[src/rtl/ptw_pkg.sv]
package ptw_pkg;

  typedef enum logic [2:0] {
    WK_IDLE  = 3'd0,
    WK_RD1   = 3'd1,
    WK_WT1   = 3'd2,
    WK_RD2   = 3'd3,
    WK_WT2   = 3'd4,
    WK_DONE  = 3'd5,
    WK_FAULT = 3'd6
  } walk_state_e;

endpackage

[src/rtl/ptw_pte_decode.sv]
module ptw_pte_decode #(
  parameter int PTE_W = 32,
  parameter int OFF_W = 12
) (
  input  logic [PTE_W-1:0]       entry,
  output logic                   entry_ok,
  output logic [PTE_W-OFF_W-1:0] entry_page
);
  localparam int PAGE_W = PTE_W - OFF_W;

  function automatic logic flag_of(input logic [PTE_W-1:0] e);
    return e[0];
  endfunction

  function automatic logic [PAGE_W-1:0] page_of(input logic [PTE_W-1:0] e);
    return e[PTE_W-1:OFF_W];
  endfunction

  assign entry_ok   = flag_of(entry);
  assign entry_page = page_of(entry);

  // reserved field carries no meaning
  logic unused_rsv;
  assign unused_rsv = ^entry[OFF_W-1:1];

endmodule

[src/rtl/ptw_addr_gen.sv]
module ptw_addr_gen #(
  parameter int IDX_W       = 10,
  parameter int OFF_W       = 12,
  parameter int PA_W        = 32,
  parameter int ENTRY_SHIFT = 2
) (
  input  logic                    second_level,
  input  logic [2*IDX_W+OFF_W-1:0] vaddr,
  input  logic [PA_W-1:0]         root_base,
  input  logic [PA_W-OFF_W-1:0]   leaf_table_page,
  output logic [PA_W-1:0]         entry_addr
);
  localparam int VA_W   = 2*IDX_W + OFF_W;
  localparam int HI_LSB = OFF_W + IDX_W;

  function automatic logic [PA_W-1:0] slot_addr(input logic [PA_W-1:0] tbl,
                                                input logic [IDX_W-1:0] idx);
    return tbl + (PA_W'(idx) << ENTRY_SHIFT);
  endfunction

  logic [IDX_W-1:0] idx_hi, idx_lo;
  logic [PA_W-1:0]  leaf_base;

  assign idx_hi    = vaddr[VA_W-1:HI_LSB];
  assign idx_lo    = vaddr[HI_LSB-1:OFF_W];
  assign leaf_base = {leaf_table_page, {OFF_W{1'b0}}};

  assign entry_addr = second_level ? slot_addr(leaf_base, idx_lo)
                                   : slot_addr(root_base, idx_hi);

  logic unused_off;
  assign unused_off = ^vaddr[OFF_W-1:0];

endmodule

[src/rtl/ptw_ctrl.sv]
module ptw_ctrl
  import ptw_pkg::*;
#(
  parameter int VA_W  = 32,
  parameter int PA_W  = 32,
  parameter int OFF_W = 12
) (
  input  logic                  clk,
  input  logic                  rst_n,
  input  logic                  req_valid,
  output logic                  req_ready,
  input  logic [VA_W-1:0]       req_vaddr,
  input  logic [PA_W-1:0]       req_base,
  output logic                  mem_req,
  output logic                  second_level,
  input  logic                  mem_rdata_valid,
  input  logic                  entry_ok,
  input  logic [PA_W-OFF_W-1:0] entry_page,
  output logic                  rsp_valid,
  input  logic                  rsp_ready,
  output logic [PA_W-1:0]       rsp_paddr,
  output logic                  rsp_fault,
  output logic [VA_W-1:0]       va_q,
  output logic [PA_W-1:0]       base_q,
  output logic [PA_W-OFF_W-1:0] page_q
);
  localparam int PAGE_W = PA_W - OFF_W;

  walk_state_e state;

  function automatic logic [PA_W-1:0] join_pa(input logic [PAGE_W-1:0] pg,
                                              input logic [VA_W-1:0] va);
    return {pg, va[OFF_W-1:0]};
  endfunction

  // named events for assertions
  logic accept_evt, l1_hit_evt, l1_miss_evt, l2_done_evt, rsp_take_evt;
  assign accept_evt   = (state == WK_IDLE) && req_valid;
  assign l1_hit_evt   = (state == WK_WT1) && mem_rdata_valid && entry_ok;
  assign l1_miss_evt  = (state == WK_WT1) && mem_rdata_valid && !entry_ok;
  assign l2_done_evt  = (state == WK_WT2) && mem_rdata_valid;
  assign rsp_take_evt = rsp_valid && rsp_ready;

  assign req_ready    = (state == WK_IDLE);
  assign mem_req      = (state == WK_RD1) || (state == WK_RD2);
  assign second_level = (state == WK_RD2);
  assign rsp_valid    = (state == WK_DONE) || (state == WK_FAULT);
  assign rsp_fault    = (state == WK_FAULT);
  assign rsp_paddr    = (state == WK_DONE) ? join_pa(page_q, va_q) : '0;

  always_ff @(posedge clk) begin
    if (!rst_n) begin
      state  <= WK_IDLE;
      va_q   <= '0;
      base_q <= '0;
      page_q <= '0;
    end else begin
      unique case (state)
        WK_IDLE: if (accept_evt) begin
          va_q   <= req_vaddr;
          base_q <= req_base;
          state  <= WK_RD1;
        end
        WK_RD1: state <= WK_WT1;
        WK_WT1: begin
          if (l1_hit_evt) begin
            page_q <= entry_page;
            state  <= WK_RD2;
          end else if (l1_miss_evt) begin
            state  <= WK_FAULT;
          end
        end
        WK_RD2: state <= WK_WT2;
        WK_WT2: if (l2_done_evt) begin
          page_q <= entry_page;
          state  <= entry_ok ? WK_DONE : WK_FAULT;
        end
        WK_DONE, WK_FAULT: if (rsp_ready) state <= WK_IDLE;
        default: state <= WK_IDLE;
      endcase
    end
  end


  first_read_chk: assert property (@(posedge clk) disable iff (!rst_n)
    accept_evt |=> mem_req && !second_level);


  second_read_chk: assert property (@(posedge clk) disable iff (!rst_n)
    l1_hit_evt |=> mem_req && second_level);


  early_fault_chk: assert property (@(posedge clk) disable iff (!rst_n)
    l1_miss_evt |=> rsp_valid && rsp_fault && !mem_req);


  rsp_hold_chk: assert property (@(posedge clk) disable iff (!rst_n)
    rsp_valid && !rsp_ready |=> rsp_valid && $stable(rsp_paddr) && $stable(rsp_fault));


  back_idle_chk: assert property (@(posedge clk) disable iff (!rst_n)
    rsp_take_evt |=> req_ready && !rsp_valid);


  read_pulse_chk: assert property (@(posedge clk) disable iff (!rst_n)
    mem_req |=> !mem_req);

endmodule

[src/rtl/ptw_walker.sv]
module ptw_walker #(
  parameter int IDX_W       = 10,
  parameter int OFF_W       = 12,
  parameter int PTE_W       = 32,
  parameter int ENTRY_SHIFT = 2
) (
  input  logic                     clk,
  input  logic                     rst_n,
  input  logic                     req_valid,
  output logic                     req_ready,
  input  logic [2*IDX_W+OFF_W-1:0] req_vaddr,
  input  logic [PTE_W-1:0]         req_base,
  output logic                     mem_req,
  output logic [PTE_W-1:0]         mem_addr,
  input  logic                     mem_rdata_valid,
  input  logic [PTE_W-1:0]         mem_rdata,
  output logic                     rsp_valid,
  input  logic                     rsp_ready,
  output logic [PTE_W-1:0]         rsp_paddr,
  output logic                     rsp_fault
);
  localparam int VA_W   = 2*IDX_W + OFF_W;
  localparam int PA_W   = PTE_W;
  localparam int PAGE_W = PA_W - OFF_W;

  logic              second_level, entry_ok;
  logic [PAGE_W-1:0] entry_page, page_q;
  logic [VA_W-1:0]   va_q;
  logic [PA_W-1:0]   base_q;

  ptw_pte_decode #(.PTE_W(PTE_W), .OFF_W(OFF_W)) u_dec (
    .entry      (mem_rdata),
    .entry_ok   (entry_ok),
    .entry_page (entry_page)
  );

  ptw_addr_gen #(.IDX_W(IDX_W), .OFF_W(OFF_W), .PA_W(PA_W),
                 .ENTRY_SHIFT(ENTRY_SHIFT)) u_agen (
    .second_level    (second_level),
    .vaddr           (va_q),
    .root_base       (base_q),
    .leaf_table_page (page_q),
    .entry_addr      (mem_addr)
  );

  ptw_ctrl #(.VA_W(VA_W), .PA_W(PA_W), .OFF_W(OFF_W)) u_ctrl (
    .clk             (clk),
    .rst_n           (rst_n),
    .req_valid       (req_valid),
    .req_ready       (req_ready),
    .req_vaddr       (req_vaddr),
    .req_base        (req_base),
    .mem_req         (mem_req),
    .second_level    (second_level),
    .mem_rdata_valid (mem_rdata_valid),
    .entry_ok        (entry_ok),
    .entry_page      (entry_page),
    .rsp_valid       (rsp_valid),
    .rsp_ready       (rsp_ready),
    .rsp_paddr       (rsp_paddr),
    .rsp_fault       (rsp_fault),
    .va_q            (va_q),
    .base_q          (base_q),
    .page_q          (page_q)
  );

endmodule

[config.mk]
export PLATFORM = sky130hd
export DESIGN_NAME = ptw_walker
export DESIGN_NICKNAME = d
export VERILOG_FILES = /design/src/rtl/ptw_pkg.sv /design/src/rtl/ptw_pte_decode.sv /design/src/rtl/ptw_addr_gen.sv /design/src/rtl/ptw_ctrl.sv /design/src/rtl/ptw_walker.sv
export SDC_FILE = /design/constraint.sdc
export NUM_CORES = 1
export LEC_CHECK = 0
export BUFFER_PORTS_ARGS = -buffer_cell sky130_fd_sc_hd__buf_2
export CORE_MARGIN = 2
export CORE_UTILIZATION = 35
export DETAILED_ROUTE_END_ITERATION = 8
export SLEW_MARGIN = 10
export SYNTH_ARGS = -nofsm -noshare
export SYNTH_HDL_FRONTEND = slang
export SYNTH_SLANG_ARGS = --single-unit
[constraint.sdc]
create_clock -name clk -period 4.4 [get_ports clk]
set_input_delay 0 -clock clk [delete_from_list [all_inputs] [get_ports clk]]
set_output_delay 0 -clock clk [all_outputs]
set_load 0.005 [all_outputs]
Word-level counts from Yosys, hierarchy flattened
Index checks and enable logic that the tools add are counted.

storage, ports and cells
  flip-flop bits (word level) = 87
  input bits = 101
  output and inout bits = 68

operators by class
  add/sub/neg operators = 2
  equality and inequality tests = 11
  mux-type cells = 12
  reduce and logical (&&, ||, !) cells = 14

operator list
  kind                                                              number
  32-bit by 12-bit adder with 32-bit output                         2
  32-bit two-way mux                                                2
  20-bit two-way mux                                                2
  20-bit one-hot mux with 2 select lines                            1
  3-bit one-hot mux with 6 select lines                             1
  3-bit two-way mux                                                 5
  3-bit == test (second input constant)                             3
  3-bit by 2-bit == test with 1-bit output (second input constant)  2
  2-bit by 1-bit != test with 1-bit output (second input constant)  3
  1-bit logical AND                                                 5
  4-bit AND reduction                                               1
  3-bit by 1-bit == test with 1-bit output (second input constant)  1
  3-bit logical NOT                                                 1
  3-bit by 1-bit != test with 1-bit output (second input constant)  1
  3-bit AND reduction                                               1
  1-bit logical OR                                                  2
  2-bit two-way mux                                                 1
  2-bit != test (second input constant)                             1
  2-bit AND reduction                                               1
  2-bit nonzero test                                                1
  2-bit OR reduction                                                1
  1-bit logical NOT                                                 1

Depth between registers and ports, before layout
  depth after elaboration = 6
  depth in mapped cells = 9

Hierarchy
From an unflattened synthesis, not the netlist that was laid out.

second synthesis, totals
  cell total of the unflattened synthesis = 654
  area total of the unflattened synthesis = 5111.2 um^2

by module, submodules not included
  module          times used  cells each  area each (um^2)  sequential area each (um^2)
  ptw_ctrl        1           440         3696.0            1741.7
  ptw_addr_gen    1           193         1257.5            0.0
  ptw_pte_decode  1           21          157.7             0.0

Worst setup path before layout
OpenSTA, ideal clock, no wires.

  path kind = reg2out
  from = reg u_ctrl.base_q[2]
  to = out mem_addr[26]
  arrival = 1914 ps
  data required time = 4400 ps
  path slack = 2486 ps
  stages on the path, launching flop included = 10
  cell sequence = dfxtp_1 -> ha_1 -> fa_1 -> a21oi_1 -> o211ai_2 -> o21ai_2 -> a31oi_4 -> nand4_1 -> xor2_1 -> o21ai_1

between the ends
  word-level cells in the longest chain between the ends = 2

ends and longest elaborated chain
  element                                    line                source
  start, declared                            ptw_ctrl.sv:24      output logic [PA_W-1:0] base_q,
  start signal, assigned                     ptw_ctrl.sv:61      base_q <= req_base;
  32-bit by 12-bit adder with 32-bit output  ptw_addr_gen.sv:18  return tbl + (PA_W'(idx) << ENTRY_SHIFT);
  32-bit two-way mux                         ptw_addr_gen.sv:28  assign entry_addr = second_level ? slot_addr(leaf_base, idx_lo)
  end, declared                              ptw_walker.sv:14    output logic [PTE_W-1:0] mem_addr,

Every way passes these cells.

Worst setup path in the final report
  from = reg u_ctrl.base_q[2]
  to = out mem_addr[30]

Same word-level chain as after synthesis.

==> impl_metrics.json <==
{
  "netSwitchingFraction": 0.362,
  "finClkSkew_ps": 7.36,
  "clk_latency_ps": 340,
  "synth_edf_count": 0,
  "detailed_place.area_sq_um": 5700,
  "synthCells": 608,
  "cts_sinks": 87,
  "grt_overflow": 0,
  "vias": 4791,
  "ios": 169,
  "die_area_sq_um": 14800,
  "fraction_of_final_layout_cells_sized_beyond_drive_strength_1": 0.247,
  "drv_slew": 0,
  "synth-seq-area-share": 0.360,
  "synthesis.yosys.warnings": 0,
  "routabilityCongestion": 0.832,
  "layout.cells.most_common": "sky130_fd_sc_hd__nand2_1",
  "slew-limit-headroom": 0.245,
  "post_synth_num_cell_types": 46,
  "outcome": "finished clean",
  "antenna_violating_nets_post_route": 0,
  "synth_area_leader_cell": "sky130_fd_sc_hd__dfxtp_1",
  "post-route-min-period_ps": 2750,
  "crit_path_end_kind": "output port",
  "antenna_found_initial": 0,
  "drv.max_cap_violation_count": 0,
  "worst_pin_slew_ps": 1130,
  "effective_utilization_at_floorplan": 0.362,
  "min_period_over_period": 0.626,
  "p_total_mw": 2.86,
  "clock_path_buffers": 2,
  "cts_tree": "yes",
  "timing.critical_path.fanout_max": 10,
  "syn_avg_cell_area_sq_um": 7.96,
  "cts_buf_count": 9,
  "route.detailed.vias_per_inst": 4.76,
  "total_switching_power_mw": 1.03,
  "post-cts-setup-buffer-count": 0,
  "row_count": 42,
  "drt_first_iter_violations": 187,
  "cellPowerDensity_nw_per_um2": 418,
  "synth-seq-cells": 87,
  "insertedDiodeCount": 0,
  "most-common-layout-cells": "sky130_fd_sc_hd__nand2_1, sky130_fd_sc_hd__buf_2, sky130_fd_sc_hd__dfxtp_1",
  "drt-pass1-iter-count": 6,
  "finalSetupTns_ps": 0,
  "placedCellCount": 906,
  "wl_per_cell_um": 14.1,
  "intPower_mw": 1.83,
  "stdcell_count": 1006,
  "place_hpwl_mm": 9.45,
  "drt_drc_violations_left": 0,
  "combPwrFrac": 0.357,
  "worst_min_delay_path_class": "input port to flip-flop",
  "floorplan.die.width_um": 122,
  "via_count_of_the_first_global_routing_pass": 4777,
  "totalWireLength_mm": 14.2,
  "mappedNetlistNets": 720,
  "grt_setup_unrepaired": "no",
  "fp.dieH_um": 122,
  "most_frequently_used_flop_master_after_synthesis": "sky130_fd_sc_hd__dfxtp_1",
  "detailedPlace.worstSlack_ps": 2030,
  "number_of_endpoints_with_negative_hold_slack_in_the_final_report": 0,
  "power.share.sequential": 0.371,
  "level_count_of_the_clock_h_tree": 3,
  "final_standard_cell_area_without_fillers_sq_um": 6850,
  "core_region_area_sq_um": 13300,
  "power_frac_clock": 0.271,
  "start_kind": "flip-flop",
  "worst_ep_required_time_ps": 4400,
  "netlist.area_leader.share": 0.360,
  "postSynth.asyncResetShare": 0,
  "crit_arrival_ps": 2750,
  "synth_area_leaders": "sky130_fd_sc_hd__dfxtp_1, sky130_fd_sc_hd__nand2_1, sky130_fd_sc_hd__a21boi_0",
  "synthToLayoutAreaGrowth_pct": 41.5,
  "first_pass_grt_wire_length_mm": 22.7,
  "max_clock_freq_mhz": 363,
  "setup_violation_total_in_the_final_timing_report": 0,
  "static-leakage-power_nw": 3.00,
  "clock_tree.root_cell": "sky130_fd_sc_hd__clkbuf_16",
  "numPortBuffers": 157,
  "synth.cell_area_sq_um": 4840,
  "grt_util_all_layers": 0.195,
  "worstSetupPathType": "flip-flop to output port",
  "pin_count_of_the_biggest_net_entering_global_routing": 88,
  "worst_setup_hold_path_clk_slew_ps": 60,
  "fin_nets": 937,
  "setup_ws_ps": 1650,
  "peakVddDrop_mv": 0.186
}
-- registers in the layout, indices dropped and copies added (netlist names) --
name and count:
u_ctrl.base_q 32, u_ctrl.state 3, u_ctrl.page_q 20, u_ctrl.va_q 32
-- through the flow --
step | util | hold slack [ps]
floorplan | - | 135
global placement | 0.427 | 244
detailed placement | 0.427 | 246
CTS | 0.513 | 23.9
global route | 0.513 | 49.6
finish | 0.513 | 45.0
-- final timing paths --
check             slack, ps                            end  cells past startpoint                           from
setup reg to reg       2090  u_ctrl.page_q[6]$_SDFFE_PN0P_                      5   u_ctrl.state[1]$_SDFFE_PN0P_
hold / removal           50   u_ctrl.state[0]$_SDFFE_PN0P_                      3                      rsp_ready
setup / recovery       1650                   mem_addr[30]                     10  u_ctrl.base_q[2]$_SDFFE_PN0P_
hold reg to reg         450   u_ctrl.va_q[11]$_SDFFE_PN0P_                      2   u_ctrl.va_q[11]$_SDFFE_PN0P_
-- logic make-up (layout without fill, tap and decap cells) --
logic type	after synthesis	count (layout)	share of synthesized area
AND/OR/NAND/NOR	278	278	0.266
AO/OA/AOI/OAI	135	135	0.201
flip-flops	87	87	0.360
buffers and inverters	47	269	0.0468
XOR/XNOR	29	29	0.0525
multiplexers	21	21	0.0434
adder cells (fa/ha/maj)	11	11	0.0300
-- area by class of cell --
type	instances	area, sq um
Clock inverter	1	8.76
Sequential cell	87	1740
Multi-Input combinational cell	474	2880
Fill cell	1326	6500
Clock buffer	15	298
Inverter	6	22.5
Timing Repair Buffer	247	1670
Tap cell	176	220
-- layer usage --
metal  GRT usage  vias to the layer above  wire length (um)
met4      0.0891                        0               403
met5           0                        -                 0
met3      0.0332                       26               629
met1       0.248                     2139              6490
li1            -                     2485                 -
met2       0.323                      141              6630
-- worst max-delay path, stage by stage, from the launching register on --
cell and delay [ps]:
sky130_fd_sc_hd__dfxtp_1 320, sky130_fd_sc_hd__ha_1 230, sky130_fd_sc_hd__fa_1 420, sky130_fd_sc_hd__a21oi_1 260, sky130_fd_sc_hd__o211ai_2 140, sky130_fd_sc_hd__o21ai_2 210, sky130_fd_sc_hd__a31oi_4 200, sky130_fd_sc_hd__nand4_1 150
sky130_fd_sc_hd__xor2_1 250, sky130_fd_sc_hd__o21ai_1 100, sky130_fd_sc_hd__buf_2 130
-- cell usage after synthesis, types with 4 or more instances --
cell type / n
sky130_fd_sc_hd__nand2_1: 172
sky130_fd_sc_hd__buf_2: 7
sky130_fd_sc_hd__a21oi_1: 16
sky130_fd_sc_hd__clkbuf_1: 24
sky130_fd_sc_hd__nor2_1: 16
sky130_fd_sc_hd__nand4_1: 7
sky130_fd_sc_hd__a21boi_1: 17
sky130_fd_sc_hd__and2_1: 5
sky130_fd_sc_hd__ha_1: 10
sky130_fd_sc_hd__a211oi_2: 8
sky130_fd_sc_hd__nor2b_1: 24
sky130_fd_sc_hd__o21ai_1: 21
sky130_fd_sc_hd__o21ai_0: 8
sky130_fd_sc_hd__a21boi_0: 48
sky130_fd_sc_hd__inv_1: 4
sky130_fd_sc_hd__xnor2_1: 18
sky130_fd_sc_hd__mux2i_1: 21
sky130_fd_sc_hd__nor3_1: 4
sky130_fd_sc_hd__nand3_1: 6
sky130_fd_sc_hd__dfxtp_1: 87
sky130_fd_sc_hd__xor2_1: 11
sky130_fd_sc_hd__and3_1: 35
sky130_fd_sc_hd__buf_4: 9
-- power by group through the flow --
stage / sequential [mW] / combinational (mW) / clock, mW
floorplan: 1.04 / 0.694 / 0
global placement: 1.07 / 0.956 / 0
detailed placement: 1.08 / 0.970 / 0
CTS: 1.06 / 1.03 / 0.800
global route: 1.08 / 1.16 / 0.832
finish: 1.06 / 1.02 / 0.776
-- what timing repair did --
| action | in CTS | in global routing |
|---|---|---|
| resized for setup | 0 | 0 |
| hold endpoints to repair | 84 | 0 |
| hold buffers | 84 | 0 |
Power figures use the tool's default switching activity.
